File: src/rtl/dcs_pkg.sv
`timescale 1ns/1ps
package dcs_pkg;
    localparam int ADDR_W     = 32;
    localparam int DATA_W     = 32;
    localparam int CNT_W      = 12;
    localparam int DESC_WORDS = 4;
    localparam int RSVD_W     = DATA_W - CNT_W - 2;

    localparam logic [CNT_W-1:0] MAX_NARROW = CNT_W'(12'h3FF);
    localparam logic [CNT_W-1:0] MAX_WIDE   = CNT_W'(12'h7FF);

    typedef enum logic [1:0] {
        ST_IDLE  = 2'd0,
        ST_DREAD = 2'd1,
        ST_WAIT  = 2'd2,
        ST_XFER  = 2'd3
    } state_e;

    typedef enum logic [1:0] {
        MODE_OFF    = 2'd0,
        MODE_CHAIN  = 2'd1,
        MODE_SINGLE = 2'd2,
        MODE_RSVD   = 2'd3
    } mode_e;

    typedef struct packed {
        logic [RSVD_W-1:0] rsvd;
        logic [1:0]        wcode;
        logic [CNT_W-1:0]  count;
    } size_t;

    typedef struct packed {
        logic [ADDR_W-3:0] addr;
        logic              follow;
        logic              irq;
    } link_t;

    typedef struct packed {
        logic [ADDR_W-1:0] dev;
        logic [ADDR_W-1:0] mem;
        size_t             size;
        link_t             link;
    } desc_t;

    function automatic logic [2:0] elem_bytes(input logic [1:0] wc);
        case (wc)
            2'd3:    return 3'd1;
            2'd2:    return 3'd2;
            default: return 3'd4;
        endcase
    endfunction

    function automatic logic size_bad(input size_t s);
        logic narrow;
        narrow = (s.wcode != 2'd0);
        return (s.wcode == 2'd1) || (s.count == '0) || (s.rsvd != '0) ||
               (narrow && (s.count > MAX_NARROW)) || (s.count > MAX_WIDE);
    endfunction
endpackage

File: src/rtl/dcs_fetch.sv
`timescale 1ns/1ps
module dcs_fetch
    import dcs_pkg::*;
#(
    parameter int AW = ADDR_W,
    parameter int DW = DATA_W,
    parameter int NW = DESC_WORDS
) (
    input  logic            clk,
    input  logic            rst,
    input  logic            load_base_i,
    input  logic [AW-3:0]   base_i,
    input  logic            load_cfg_i,
    input  logic [NW*DW-1:0] cfg_i,
    input  logic            active_i,
    input  logic            ack_i,
    input  logic [DW-1:0]   data_i,
    output logic [AW-1:0]   addr_o,
    output logic            last_word_o,
    output logic [NW*DW-1:0] desc_o
);
    localparam int IW = (NW > 1) ? $clog2(NW) : 1;

    logic [AW-3:0] base_q;
    logic [IW-1:0] idx_q;

    always_ff @(posedge clk) begin
        if (rst) begin
            base_q <= '0;
            idx_q  <= '0;
        end else if (load_base_i) begin
            base_q <= base_i;
            idx_q  <= '0;
        end else if (active_i && ack_i) begin
            idx_q <= (idx_q == IW'(NW - 1)) ? '0 : idx_q + 1'b1;
        end
    end

    assign addr_o      = {base_q + (AW-2)'(idx_q), 2'b00};
    assign last_word_o = (idx_q == IW'(NW - 1));

    for (genvar g = 0; g < NW; g++) begin : g_word
        logic [DW-1:0] word_q;
        always_ff @(posedge clk) begin
            if (rst)
                word_q <= '0;
            else if (load_cfg_i)
                word_q <= cfg_i[(NW-1-g)*DW +: DW];
            else if (active_i && ack_i && (idx_q == IW'(g)))
                word_q <= data_i;
        end
        assign desc_o[(NW-1-g)*DW +: DW] = word_q;
    end
endmodule

File: src/rtl/dcs_elem.sv
`timescale 1ns/1ps
module dcs_elem
    import dcs_pkg::*;
#(
    parameter int AW = ADDR_W,
    parameter int CW = CNT_W
) (
    input  logic          clk,
    input  logic          rst,
    input  logic          load_i,
    input  logic [CW-1:0] cnt_i,
    input  logic [AW-1:0] addr_i,
    input  logic [2:0]    step_i,
    input  logic          ack_i,
    output logic [AW-1:0] addr_o,
    output logic [2:0]    step_o,
    output logic          last_o
);
    logic [CW-1:0] cnt_q;
    logic [AW-1:0] addr_q;
    logic [2:0]    step_q;

    always_ff @(posedge clk) begin
        if (rst) begin
            cnt_q  <= '0;
            addr_q <= '0;
            step_q <= '0;
        end else if (load_i) begin
            cnt_q  <= cnt_i;
            addr_q <= addr_i;
            step_q <= step_i;
        end else if (ack_i) begin
            cnt_q  <= cnt_q - 1'b1;
            addr_q <= addr_q + AW'(step_q);
        end
    end

    assign addr_o = addr_q;
    assign step_o = step_q;
    assign last_o = (cnt_q == CW'(1));
endmodule

File: src/rtl/dma_chain_seq.sv
`timescale 1ns/1ps
module dma_chain_seq
    import dcs_pkg::*;
(
    input  logic        clk,
    input  logic        rst,
    input  logic [1:0]  mode_i,
    input  logic        start_i,
    input  logic [31:0] cfg_dev_i,
    input  logic [31:0] cfg_mem_i,
    input  logic [31:0] cfg_size_i,
    input  logic [31:0] cfg_next_i,
    output logic        mrd_req_o,
    output logic [31:0] mrd_addr_o,
    input  logic        mrd_ack_i,
    input  logic [31:0] mrd_data_i,
    output logic        xfer_req_o,
    output logic [31:0] xfer_dev_o,
    output logic [31:0] xfer_mem_o,
    output logic [2:0]  xfer_bytes_o,
    input  logic        xfer_ack_i,
    output logic [1:0]  state_o,
    output logic        done_o,
    output logic        irq_o,
    output logic        err_o
);
    state_e st_q;
    logic   single_q, done_q, irq_q, err_q;

    logic [DESC_WORDS*DATA_W-1:0] desc_flat;
    desc_t desc;
    assign desc = desc_t'(desc_flat);

    logic run_ok, go_chain, go_single, last_word, fetch_done;
    logic bad, elem_load, elem_ack, elem_last, desc_end, relink, load_base;
    logic [ADDR_W-3:0] base_sel;

    assign run_ok     = (mode_i == MODE_CHAIN) || (mode_i == MODE_SINGLE);
    assign go_chain   = (st_q == ST_IDLE) && start_i && (mode_i == MODE_CHAIN);
    assign go_single  = (st_q == ST_IDLE) && start_i && (mode_i == MODE_SINGLE);
    assign fetch_done = (st_q == ST_DREAD) && run_ok && mrd_ack_i && last_word;
    assign bad        = size_bad(desc.size);
    assign elem_load  = (st_q == ST_WAIT) && run_ok && !bad;
    assign elem_ack   = (st_q == ST_XFER) && run_ok && xfer_ack_i;
    assign desc_end   = elem_ack && elem_last;
    assign relink     = desc_end && desc.link.follow && !single_q;
    assign load_base  = go_chain || relink;
    assign base_sel   = go_chain ? cfg_next_i[ADDR_W-1:2] : desc.link.addr;

    dcs_fetch #(.AW(ADDR_W), .DW(DATA_W), .NW(DESC_WORDS)) i_fetch (
        .clk         (clk),
        .rst         (rst),
        .load_base_i (load_base),
        .base_i      (base_sel),
        .load_cfg_i  (go_single),
        .cfg_i       ({cfg_dev_i, cfg_mem_i, cfg_size_i, cfg_next_i}),
        .active_i    ((st_q == ST_DREAD) && run_ok),
        .ack_i       (mrd_ack_i),
        .data_i      (mrd_data_i),
        .addr_o      (mrd_addr_o),
        .last_word_o (last_word),
        .desc_o      (desc_flat)
    );

    dcs_elem #(.AW(ADDR_W), .CW(CNT_W)) i_elem (
        .clk    (clk),
        .rst    (rst),
        .load_i (elem_load),
        .cnt_i  (desc.size.count),
        .addr_i (desc.mem),
        .step_i (elem_bytes(desc.size.wcode)),
        .ack_i  (elem_ack),
        .addr_o (xfer_mem_o),
        .step_o (xfer_bytes_o),
        .last_o (elem_last)
    );

    always_ff @(posedge clk) begin
        if (rst) begin
            st_q     <= ST_IDLE;
            single_q <= 1'b0;
            done_q   <= 1'b0;
            irq_q    <= 1'b0;
            err_q    <= 1'b0;
        end else begin
            done_q <= 1'b0;
            irq_q  <= 1'b0;
            err_q  <= 1'b0;
            case (st_q)
                ST_IDLE: begin
                    if (go_chain) begin
                        st_q     <= ST_DREAD;
                        single_q <= 1'b0;
                    end else if (go_single) begin
                        st_q     <= ST_WAIT;
                        single_q <= 1'b1;
                    end
                end
                ST_DREAD: begin
                    if (!run_ok)
                        st_q <= ST_IDLE;
                    else if (fetch_done)
                        st_q <= ST_WAIT;
                end
                ST_WAIT: begin
                    if (!run_ok) begin
                        st_q <= ST_IDLE;
                    end else if (bad) begin
                        st_q   <= ST_IDLE;
                        done_q <= 1'b1;
                        err_q  <= 1'b1;
                    end else begin
                        st_q <= ST_XFER;
                    end
                end
                ST_XFER: begin
                    if (!run_ok) begin
                        st_q <= ST_IDLE;
                    end else if (desc_end) begin
                        irq_q <= desc.link.irq;
                        if (relink) begin
                            st_q <= ST_DREAD;
                        end else begin
                            st_q   <= ST_IDLE;
                            done_q <= 1'b1;
                        end
                    end
                end
                default: st_q <= ST_IDLE;
            endcase
        end
    end

    assign state_o    = st_q;
    assign mrd_req_o  = (st_q == ST_DREAD);
    assign xfer_req_o = (st_q == ST_XFER);
    assign xfer_dev_o = desc.dev;
    assign done_o     = done_q;
    assign irq_o      = irq_q;
    assign err_o      = err_q;
endmodule

File: config.mk
export PLATFORM = sky130hd
export DESIGN_NAME = dma_chain_seq
export DESIGN_NICKNAME = d
export VERILOG_FILES = /design/src/rtl/dcs_pkg.sv /design/src/rtl/dcs_fetch.sv /design/src/rtl/dcs_elem.sv /design/src/rtl/dma_chain_seq.sv
export SDC_FILE = /design/constraint.sdc
export NUM_CORES = 1
export LEC_CHECK = 0
export ABC_CLOCK_PERIOD_IN_PS = 2600
export BUFFER_PORTS_ARGS = -buffer_cell sky130_fd_sc_hd__buf_2
export CAP_MARGIN = 10
export CORE_MARGIN = 5
export CORE_UTILIZATION = 38
export DETAILED_ROUTE_END_ITERATION = 10
export HOLD_SLACK_MARGIN = 0.08
export PLACE_DENSITY = 0.64
export REMOVE_ABC_BUFFERS = 1
export SETUP_SLACK_MARGIN = 0.4
export SLEW_MARGIN = 20
export SYNTH_ARGS = -nofsm -noshare
export SYNTH_HDL_FRONTEND = slang
export SYNTH_SLANG_ARGS = --single-unit
File: constraint.sdc
create_clock -name clk -period 2.6 [get_ports clk]
set_clock_uncertainty 0.1 [all_clocks]
set_input_delay 0.13 -clock clk [delete_from_list [all_inputs] [get_ports clk]]
set_output_delay 0.13 -clock clk [all_outputs]
set_load 0.005 [all_outputs]
## Word level (Yosys, flattened, before mapping)

Index checks and enable logic that the tools add are counted.

| word-level totals | value |
|---|---|
| output and inout bits | 106 |
| bits in registers | 213 |
| bits of input ports | 167 |

| cells by class | value |
|---|---|
| add/sub/neg operators | 4 |
| reductions and logical operators | 41 |
| $lt $le $gt $ge | 2 |
| multiplexer cells | 33 |
| eq/ne operators | 15 |
| bitwise logic cells | 4 |

Operators with widths:

| cell | number |
|---|---|
| two-way mux 32 bit | 10 |
| adder 32 x 3 -> 32 bit | 1 |
| adder 30 x 2 -> 30 bit | 1 |
| two-way mux 30 bit | 1 |
| two-way mux 12 bit | 2 |
| two-way mux 2 bit | 9 |
| nonzero test 18 bit | 1 |
| logical AND 1 bit | 17 |
| == test 2 bit, second input constant | 7 |
| nonzero test 2 bit | 7 |
| == test 12 x 1 -> 1 bit, second input constant | 1 |
| greater-than comparator 12 x 10 -> 1 bit, second input constant | 1 |
| greater-than comparator 12 x 11 -> 1 bit, second input constant | 1 |
| zero test 12 bit | 1 |
| subtractor 12 x 1 -> 12 bit, second input constant | 1 |
| == test 2 x 1 -> 1 bit, second input constant | 4 |
| two-way mux 1 bit | 8 |
| case mux 2 bit (4 select lines) | 1 |
| logical OR 1 bit | 6 |
| inequality test 3 x 2 -> 1 bit, second input constant | 2 |
| case mux 3 bit (2 select lines) | 1 |
| zero test 2 bit | 2 |
| NOT 1 bit | 4 |
| OR reduction 2 bit | 2 |
| other kinds (7) | 8 |

## Longest topological paths before layout

Gate-level depths: netlist of run 1.

| logic depth | value |
|---|---|
| word-level depth | 11 |
| gate-level depth with buffers | 10 |
| mapped depth without buffers | 8 |

## By module

From an unflattened synthesis of run 1, not the netlist that was laid out.

| unflattened totals | value |
|---|---|
| cell total of the unflattened synthesis | 1,204 |
| area, all modules | 11,524.8 um^2 |

Modules (own cells, without submodules):

| module | area each (um^2) | cells each | times used |
|---|---|---|---|
| dcs_fetch | 7,683.6 | 757 | 1 |
| dcs_elem | 3,009.1 | 355 | 1 |
| dma_chain_seq | 832.0 | 92 | 1 |

## Worst setup path before layout of run 1

OpenSTA, ideal clock, no wires.

| timing path | value |
|---|---|
| path type | register -> output |
| from | register i_fetch.idx_q[0] |
| to | output mrd_addr_o[26] |
| data arrival time | 2.112 ns |
| path buffers | 1 |
| slack | 0.258 ns |
| data required time | 2.370 ns |
| cell stages (with the launch flop) | 9 |
| path through | dfxtp_1 -> ha_1 -> inv_1 -> fa_1 -> or2_2 -> clkbuf_1 -> nor3_2 -> nand4_1 -> xnor2_1 |

| on the way | value |
|---|---|
| longest elaborated chain between the ends | 1 |

RTL lines:

| element | RTL line | RTL |
|---|---|---|
| from (decl) | dcs_fetch.sv:25 | `logic [IW-1:0] idx_q;` |
| from (signal assigned) | dcs_fetch.sv:35 | `idx_q <= (idx_q == IW'(NW - 1)) ? '0 : idx_q + 1'b1;` |
| adder 30 x 2 -> 30 bit | dcs_fetch.sv:39 | `assign addr_o = {base_q + (AW-2)'(idx_q), 2'b00};` |
| to (decl) | dma_chain_seq.sv:14 | `output logic [31:0] mrd_addr_o,` |

No other way between the ends.

## Final worst setup path of run 1

| timing path | value |
|---|---|
| from | register i_fetch.idx_q[1] |
| to | output mrd_addr_o[29] |

The elaborated chain is that of the path after synthesis.

==> metrics.md, run 1 <==
| Metric | Value |
|---|---|
| Status | finished, violations left |
| Failing checks | negative setup slack |
| Final core occ | between 50% and 60% |
| Post-synth EDFFs | 0 |
| Fin nets | between 1,500 and 2,000 |
| Number of non-filler instances in the completed layout | 2,134 |
| I/O pins | between 200 and 300 |
| Async set-reset flop share out of synthesis | 0% |
| RSZ-0062 raised after global routing | yes |
| Ys Warns | 0 |
| Final Wtd Congestion | roughly 0.85 |
| Final WL | around 43,000 µm |
| Share of post-route cells with drive strength above 1 | between 20% and 30% |
| Largest net degree at the start of global routing | 73 |
| Final Cycle Share | 104.0% |
| Setup violations, final | 9 |
| Cell Area, Synth | ~11,000 µm² |
| Max Freq | 369.7 MHz |
| Area growth from synthesis to layout | 43.43% |
| First-pass GRT wire length | approximately 64,000 µm |
| Worst Path Arrival | 2.47 ns |
| Crit Path Category | reg -> out |
| Dpl cell area | 12,390 µm² |
| Clock Latency Late Sink | approximately 0.54 ns |
| CORE AREA | between 20,000 and 30,000 µm² |
| Total die area | 31,820 µm² |
| Inst Count DP | 1,891 |
| Most frequent cells after synthesis | 213 x dfxtp_1, 183 x nor2_1, 136 x nand2_1 |
| Hold Violations, Final | 0 |
| Die height | 178.4 µm |
| Post-place setup slack | 0.08302 ns |
| Part of the Yosys area used for sequential elements | between 30% and 40% |
| Starting utilization of the core area | 38.67% |
| VDD IR max | 374.4 µV |
| CTS clk-pin slew, worst paths | approximately 0.060 ns |
| Worst slew pin tran | ~0.75 ns |
| Slew Limit Headroom | around half |
| CP max FO | 4 |
| Initial antenna violation count | 1 |
| CP endpoint kind | output port |
| Vias per cell | about 5.6 |
| Power per standard cell area | about 540 nW/µm² |
| Design area | roughly 15,000 µm² |
| Main flop type after synthesis | dfxtp_1 |
| Yosys top cell area share | between 30% and 40% |
| Largest area contributor in the netlist | dfxtp_1 |
| Top cells by area, synth | dfxtp_1 40%, a211oi_1 6.8%, nor2_1 6.4% |
| First drt pass iteration count | 5 |
| Htree depth | 1 |
| Routed WL per cell | 20.26 µm |
| Most common cell in the netlist | dfxtp_1 |
| Flops & latches, synth | 213 |
| Post-layout min period | around 2.7 ns |
| GRT Util Overall | around a quarter |
| CTS tree | built |
| Fillers | ~2,500 |
| Min-delay worst type | in -> reg |
| Mapped Cells | ~1,300 |
| FP Rows | 61 |
| Routed Antenna Nets | 0 |
| Slew Limit Fails | 0 |
| Die width | 178.4 µm |
| Mean Syn Cell Area | 8.088 µm² |
| Synth cell types | 66 |
| Drt initial violations | 966 |
| CTS root buffer | clkbuf_16 |
| Vias in the first global route | roughly 11,000 |
| Worst hold slack | 0.1646 ns |
| Max cap viols | 0 |
| Cts bufs inserted | 25 |
| Req. time, crit path | approximately 2.4 ns |
| DP Wirelength | approximately 28,000 µm |
| Worst setup SP type | flop |
| Final WS setup | -0.1046 ns |
| P_leak | a little over 6 nW |
| Vias | 11,970 |
| DRC violations left | 0 |
| CTS sink count | ~210 |
| GRT overflow | 0 |
| IO Port Bufs | 270 |
| CTS max path bufs | 3 |
-- worst paths after layout --
kind                           startpoint  cells after the start                      endpoint  slack, ns
min reg2reg  i_fetch.g_word[3].word_q[28]                      2  i_fetch.g_word[3].word_q[28]       0.38
max reg2reg              i_elem.addr_o[0]                      8             i_elem.addr_o[20]       0.42
min                             mode_i[1]                      4                    state_o[1]       0.16
max                      i_fetch.idx_q[1]                      8                mrd_addr_o[29]      -0.10
-- sequential cells by signal, indices dropped and copies added (netlist names), 2 cells and up --
signal / count
i_elem.cnt_q: 12
i_fetch.g_word.word_q: 128
i_fetch.idx_q: 2
i_elem.step_o: 3
i_fetch.base_q: 30
i_elem.addr_o: 32
state_o: 2
-- power breakdown --
part | internal, mW | switching (mW) | total (mW)
logic | 0.580 | 0.666 | 1.25
registers | 3.43 | 0.127 | 3.56
clock network | 2.02 | 1.47 | 3.48
total | 6.03 | 2.26 | 8.29
-- through the flow --
step           setup TNS (ns)  total power [mW]
6_report              -0.6103             8.285
3_5_place_dp                0             4.616
2_1_floorplan         -419.10             4.064
3_3_place_gp                0             4.606
4_1_cts               -0.4439             8.259
5_1_grt                -2.025             8.586
-- cell families after synthesis --
logic type | synth area share, %
simple gates | 29.66
compound gates | 18.21
flops | 39.58
buf+inv | 7.340
xor+xnor | 3.089
fa+ha+maj | 1.882
mux | 0.1974
other cells | 0.03481
-- metal layers --
layer  vias up  GRT usage, %  routed length [µm]
met4         2         11.35                2046
met5         -             0                   7
met3       128         3.730                3092
met2       575         41.39               20100
li1       5619             -                   -
met1      5642         32.94               18000
-- cell usage in the layout (no fill, tap or decap), drive strengths merged, types with 39 or more instances in the layout --
cell and count:
a21oi 39, nand3 86, a211oi 104, nor2 183, dlygate4sd3 162, dfxtp 213, nor3 105, nand2 136
a311oi 62, buf 351
-- cell type report --
type                       count  area, µm²  area share (%)
clock buffer                  35      713.2           4.616
sequential                   213       4288           27.75
clock inverter                11      92.59          0.5992
timing repair buffer         514       3750           24.27
inverter                      18      67.56          0.4373
multi-input combinational    964       6065           39.25
tap                          378      473.0           3.061
antenna                        1      2.502         0.01620
-- worst max-delay path, stage by stage (launching register included) --
cell	delay, ns
dfxtp_4	0.36
ha_4	0.25
a21o_1	0.19
nor4b_4	0.25
buf_4	0.17
and4b_2	0.32
nand3_2	0.10
xnor2_1	0.17
buf_2	0.13
-- repair_timing --
action                                 4_1_cts  5_1_grt
pin swaps                                   16       29
resized for setup                           35       50
hold buffers                               162        0
setup buffers                               11       21
setup endpoints to repair                   93      121
cloned                                       0        2
endpoints found under the hold margin      179        0
Power figures use the tool's default switching activity.
==> run 2, diff against run 1 <==
--- a/config.mk
+++ b/config.mk
@@ -19,3 +19,4 @@
 export SYNTH_ARGS = -nofsm -noshare
 export SYNTH_HDL_FRONTEND = slang
 export SYNTH_SLANG_ARGS = --single-unit
+export TNS_END_PERCENT = 20
==> run 2 against run 1 <==
  * The flow still finishes with violations (negative setup slack)
  * Setup slack about the same
  * Combinational power about the same
  * Final area decreased by 0.59%
  * Critical path depth unchanged
  * Fmax about the same
  * Clock-buffer cell count unchanged
  * Critical path type unchanged
==> metrics.md, run 2 (synthesized netlist as in run 1, its figures left out) <==
| Metric | Value |
|---|---|
| IO Port Bufs | 270 |
| VDD IR max | between 300 and 400 µV |
| First-pass GRT wire length | 63,960 µm |
| CP endpoint kind | output port |
| Final Cycle Share | 104.0% |
| R2R depth | 8 |
| Fin nets | 1,901 |
| Post-layout min period | approximately 2.7 ns |
| Max Freq | approximately 370 MHz |
| Failing checks | negative setup slack |
| R2R Path End | i_elem.addr_o[20] |
| CTS clk-pin slew, worst paths | approximately 0.06 ns |
| CTS max path bufs | 3 |
| Vias in the first global route | 11,350 |
| Worst hold slack | 0.1337 ns |
| Largest net degree at the start of global routing | 73 |
| Setup violations, final | 12 |
| Crit-path cells | ha_4 -> a21o_1 -> nor4b_4 -> buf_4 -> and4b_2 -> nand3_2 -> xnor2_1 -> buf_2 |
| Power per standard cell area | between 500 and 600 nW/µm² |
| Htree depth | 1 |
| Final core occ | between 50% and 60% |
| Total die area | between 30,000 and 40,000 µm² |
| Routed WL per cell | 20.26 µm |
| Worst slew pin tran | ~0.74 ns |
| Area growth from synthesis to layout | 42.58% |
| Initial antenna violation count | 1 |
| Starting utilization of the core area | about two fifths |
| First drt pass iteration count | 5 |
| Hold Path Depth | 5 |
| Fillers | ~2,500 |
| P_leak | between 6 and 7 nW |
| Commonest non-fill, non-tap cell in the layout | buf_2 |
| Tot Pwr | between 8 and 9 mW |
| Post-place setup slack | between 0.08 and 0.09 ns |
| Req. time, crit path | about 2.4 ns |
| CTS sink count | around 210 |
| Share of post-route cells with drive strength above 1 | 26.99% |
| Reg-to-reg startpoint | i_elem.step_o[0] |
| Clock Latency Late Sink | around 0.54 ns |
| Slew Limit Fails | 0 |
| RSZ-0062 raised after global routing | yes |
| Worst setup SP type | flop |
| Worst hold start | mrd_ack_i |
| CTS tree | built |
| FP Rows | roughly 60 |
| Worst Path Arrival | 2.47 ns |
| Die width | roughly 180 µm |
| CORE AREA | between 20,000 and 30,000 µm² |
| Hold Path End | i_fetch.g_word[3].word_q[0] |
| Vias per cell | between 5 and 6 |
| DP Wirelength | about 28,000 µm |
| Biggest register | i_fetch.g_word.word_q |
| Crit Path Category | reg -> out |
| Vias | approximately 12,000 |
| Drt initial violations | approximately 900 |
| Min-delay worst type | in -> reg |
| CP max stage delay | between 0.3 and 0.4 ns |
| Die height | approximately 180 µm |
| Setup TNS | -0.6861 ns |
| GRT overflow | 0 |
| Status | finished, violations left |
| I/O pins | 273 |
| Worst reg2reg setup slack | 0.34 ns |
| Max cap viols | 0 |
| CTS root buffer | clkbuf_16 |
| Final Wtd Congestion | between 0.8 and 0.9 |
| Slowest cell on crit path | dfxtp_4 |
| Cts bufs inserted | 25 |
| Commonest non-fill, non-tap cells in the layout | 269 x buf_2, 200 x dfxtp_1, 179 x nor2_1, 162 x dlygate4sd3_1, 133 x nand2_1 |
| Hold Violations, Final | 0 |
| Final WS setup | -0.1048 ns |
| CP max FO | 4 |
| DRC violations left | 0 |
| Routed Antenna Nets | 0 |
| Largest register FFs | 128 |
| GRT Util Overall | between 20% and 30% |
| Slew Limit Headroom | between 50% and 60% |
| Final WL | around 43,000 µm |
## run 2: cell types whose count changed in the layout (fill, tap and decap cells not counted), sizes merged
cell and delta:
clkbuf -1, buf -16
## run 2: final cells by class
type                    instances  area [µm²]  area share, %
multi-input cells             964        6102          39.73
flip-flops and latches        213        4293          27.95
repair buffers                497        3616          23.54
clock buffers                  35       713.2          4.643
well taps                     378       473.0          3.079
clock inverters                11       92.59         0.6028
inverters                      18       67.56         0.4399
diodes                          1       2.502        0.01629
## run 2: report_power, final
group	internal (mW)	switching, mW	total, mW
clock	2.02	1.45	3.47
sequential	3.43	0.127	3.56
combinational	0.583	0.674	1.26
## run 2: timing repair
| action | 4_1_cts | 5_1_grt |
|---|---|---|
| endpoints found under the hold margin | 179 | 0 |
| gates resized for setup | 42 | 55 |
| setup buffers | 7 | 9 |
| hold buffers | 162 | 0 |
| endpoints found under the setup margin | 93 | 138 |
| gates cloned | 0 | 1 |
| pin swaps | 19 | 32 |
## run 2: how the worst max path moves through the flow
stage / from / depth (start not counted) / end
6_report: i_fetch.idx_q[1] / 8 / mrd_addr_o[29]
5_1_grt: i_fetch.idx_q[1] / 8 / mrd_addr_o[27]
4_1_cts: i_fetch.base_q[0] / 9 / mrd_addr_o[18]
3_5_place_dp: i_elem.addr_o[0] / 8 / i_elem.addr_o[20]
3_3_place_gp: i_fetch.idx_q[0] / 9 / mrd_addr_o[18]
2_1_floorplan: mode_i[0] / 7 / state_o[0]
## run 2: metrics by stage
stage / std cells / cell area (µm²)
floorplan: 1194 / 10050
global placement: 1891 / 12390
detailed placement: 1891 / 12390
CTS: 2106 / 15020
global route: 2116 / 15360
finish: 2117 / 15360
## run 2: critical path: cells and delay by family (launching register included)
kind            cells  cell delay, ns
compound gates      1            0.20
simple gates        3            0.68
flops               1            0.35
buf+inv             2            0.30
xor+xnor            1            0.16
fa+ha+maj           1            0.25
## run 2: layer usage
| layer | wire (µm) | vias up | global-route usage (%) |
|---|---|---|---|
| li1 | - | 5588 | - |
| met1 | 17590 | 5648 | 32.86 |
| met2 | 20030 | 627 | 41.44 |
| met3 | 3264 | 131 | 3.624 |
| met4 | 1995 | 2 | 11.19 |
| met5 | 7 | - | 0 |
==> run 3, diff against run 2 <==
--- a/config.mk
+++ b/config.mk
@@ -9,10 +9,10 @@
 export BUFFER_PORTS_ARGS = -buffer_cell sky130_fd_sc_hd__buf_2
 export CAP_MARGIN = 10
 export CORE_MARGIN = 5
-export CORE_UTILIZATION = 38
+export CORE_UTILIZATION = 54
 export DETAILED_ROUTE_END_ITERATION = 10
 export HOLD_SLACK_MARGIN = 0.08
-export PLACE_DENSITY = 0.64
+export PLACE_DENSITY = 0.85
 export REMOVE_ABC_BUFFERS = 1
 export SETUP_SLACK_MARGIN = 0.4
 export SLEW_MARGIN = 20
==> run 3 against run 2 <==
  * The flow still finishes with violations (negative setup slack)
  * Setup slack worse by 0.075 ns
  * Critical path type unchanged
  * Core utilization rose by 23 points
  * Clock power shrank 8.6%
  * Global-route usage grew 10 points
  * Critical endpoint is now mrd_addr_o[25]
  * First-iteration DRC count increased by 57%
==> metrics.md, run 3 (synthesized netlist as in run 1, its figures left out) <==
| Metric | Value |
|---|---|
| Clock Latency Late Sink | 0.51 ns |
| Die height | around 150 µm |
| Biggest register | i_fetch.g_word.word_q |
| Hold Path Depth | 4 |
| Number of non-filler instances in the completed layout | ~2,000 |
| Min-delay worst type | in -> reg |
| VDD IR max | 379.2 µV |
| Largest register FFs | between 100 and 150 |
| DP Wirelength | about 26,000 µm |
| Status | finished, violations left |
| Final WL | 44,120 µm |
| Worst slew pin tran | 0.6495 ns |
| Htree depth | 1 |
| Cts bufs inserted | 22 |
| Tot Pwr | ~8.0 mW |
| First-pass GRT wire length | between 60,000 and 70,000 µm |
| Total die area | around 23,000 µm² |
| CTS sink count | between 200 and 250 |
| Final WS setup | -0.1793 ns |
| Inst Count DP | 1,777 |
| Vias per cell | around 6.3 |
| FP Rows | between 50 and 60 |
| CP max FO | 4 |
| Setup TNS | -1.574 ns |
| Die width | 151.2 µm |
| Vias in the first global route | approximately 12,000 |
| Initial antenna violation count | 2 |
| Max cap viols | 0 |
| Slew Limit Headroom | roughly 56% |
| Worst setup SP type | flop |
| First drt pass iteration count | 6 |
| Hold Violations, Final | 0 |
| CORE AREA | between 15,000 and 20,000 µm² |
| Routed Antenna Nets | 0 |
| CTS root buffer | clkbuf_16 |
| P_leak | 6.217 nW |
| Commonest non-fill, non-tap cells in the layout | 269 x buf_2, 195 x dfxtp_1, 178 x nor2_1, 162 x dlygate4sd3_1, 129 x nand2_1 |
| Share of post-route cells with drive strength above 1 | between 20% and 30% |
| CTS tree | built |
| Largest net degree at the start of global routing | 101 |
| I/O pins | roughly 270 |
| CP endpoint kind | output port |
| Setup violations, final | 14 |
| Vias | around 13,000 |
| Drt initial violations | between 1,000 and 1,500 |
| Final Wtd Congestion | between 0.9 and 1 |
| GRT overflow | 0 |
| Final core occ | around 78% |
| DRC violations left | 0 |
| Req. time, crit path | 2.37 ns |
| Fillers | roughly 1,200 |
| CTS max path bufs | 3 |
| Crit Path Category | reg -> out |
| Commonest non-fill, non-tap cell in the layout | buf_2 |
| Failing checks | negative setup slack |
| Area growth from synthesis to layout | 41.78% |
| IO Port Bufs | 270 |
| Power per standard cell area | between 500 and 600 nW/µm² |
| Worst hold slack | approximately 0.17 ns |
| Worst Path Arrival | 2.55 ns |
| RSZ-0062 raised after global routing | yes |
| Starting utilization of the core area | 55.17% |
| Post-layout min period | approximately 2.8 ns |
| Routed WL per cell | 22.04 µm |
| Fin nets | ~1,900 |
| R2R depth | 8 |
| Max Freq | 359.8 MHz |
| Slew Limit Fails | 0 |
| Final Cycle Share | 106.9% |
| CTS clk-pin slew, worst paths | ~0.060 ns |
| GRT Util Overall | 35.50% |
run 3: through the flow:
| step | setup WS, ns | area [µm²] |
|---|---|---|
| floorplan | -3.512 | 10050 |
| global placement | 0.1539 | 12250 |
| detailed placement | 0.1336 | 12250 |
| CTS | -0.09554 | 14710 |
| global route | -0.2293 | 15270 |
| finish | -0.1793 | 15270 |
run 3: path summary, 6_finish.rpt:
path	startpoint	end	slack [ns]
max	i_fetch.idx_q[1]	mrd_addr_o[25]	-0.18
min	mode_i[1]	state_o[1]	0.17
max reg2reg	i_elem.step_o[0]	i_elem.addr_o[24]	0.31
min reg2reg	i_fetch.g_word[3].word_q[26]	i_fetch.base_q[24]	0.38
run 3: layout make-up:
cell class	count	area (µm²)	area share [%]
inverters	18	67.56	0.4424
flip-flops and latches	213	4294	28.12
clock buffers	30	641.9	4.203
clock inverters	9	76.32	0.4997
diodes	4	10.01	0.06554
multi-input cells	963	6205	40.62
well taps	265	331.6	2.171
repair buffers	500	3647	23.88
run 3: metal layers:
| layer | routed length [µm] | GRT usage, % | share of wire [%] |
|---|---|---|---|
| met5 | 0 | 0 | 0 |
| met4 | 3704 | 23.44 | 8.4 |
| met3 | 4359 | 6.463 | 9.9 |
| met2 | 20110 | 58.12 | 46 |
| met1 | 15950 | 42.55 | 36 |
run 3: repair_timing:
| action | 4_1_cts | 5_1_grt |
|---|---|---|
| gates resized for setup | 26 | 95 |
| endpoints found under the hold margin | 187 | 0 |
| hold buffers | 162 | 0 |
| pin swaps | 8 | 44 |
| buffers inserted | 5 | 15 |
| endpoints found under the setup margin | 86 | 155 |
run 3: critical path, stage by stage (launching register included):
cell and delay, ns:
dfxtp_4 0.37, ha_4 0.26, a21o_1 0.20, nor4b_4 0.27, buf_4 0.19, and4b_2 0.30, buf_4 0.15, xor2_2 0.16
buf_2 0.14
run 3: report_power, final:
| part | internal, mW | switching [mW] |
|---|---|---|
| logic | 0.598 | 0.705 |
| registers | 3.43 | 0.141 |
| clock network | 1.83 | 1.34 |
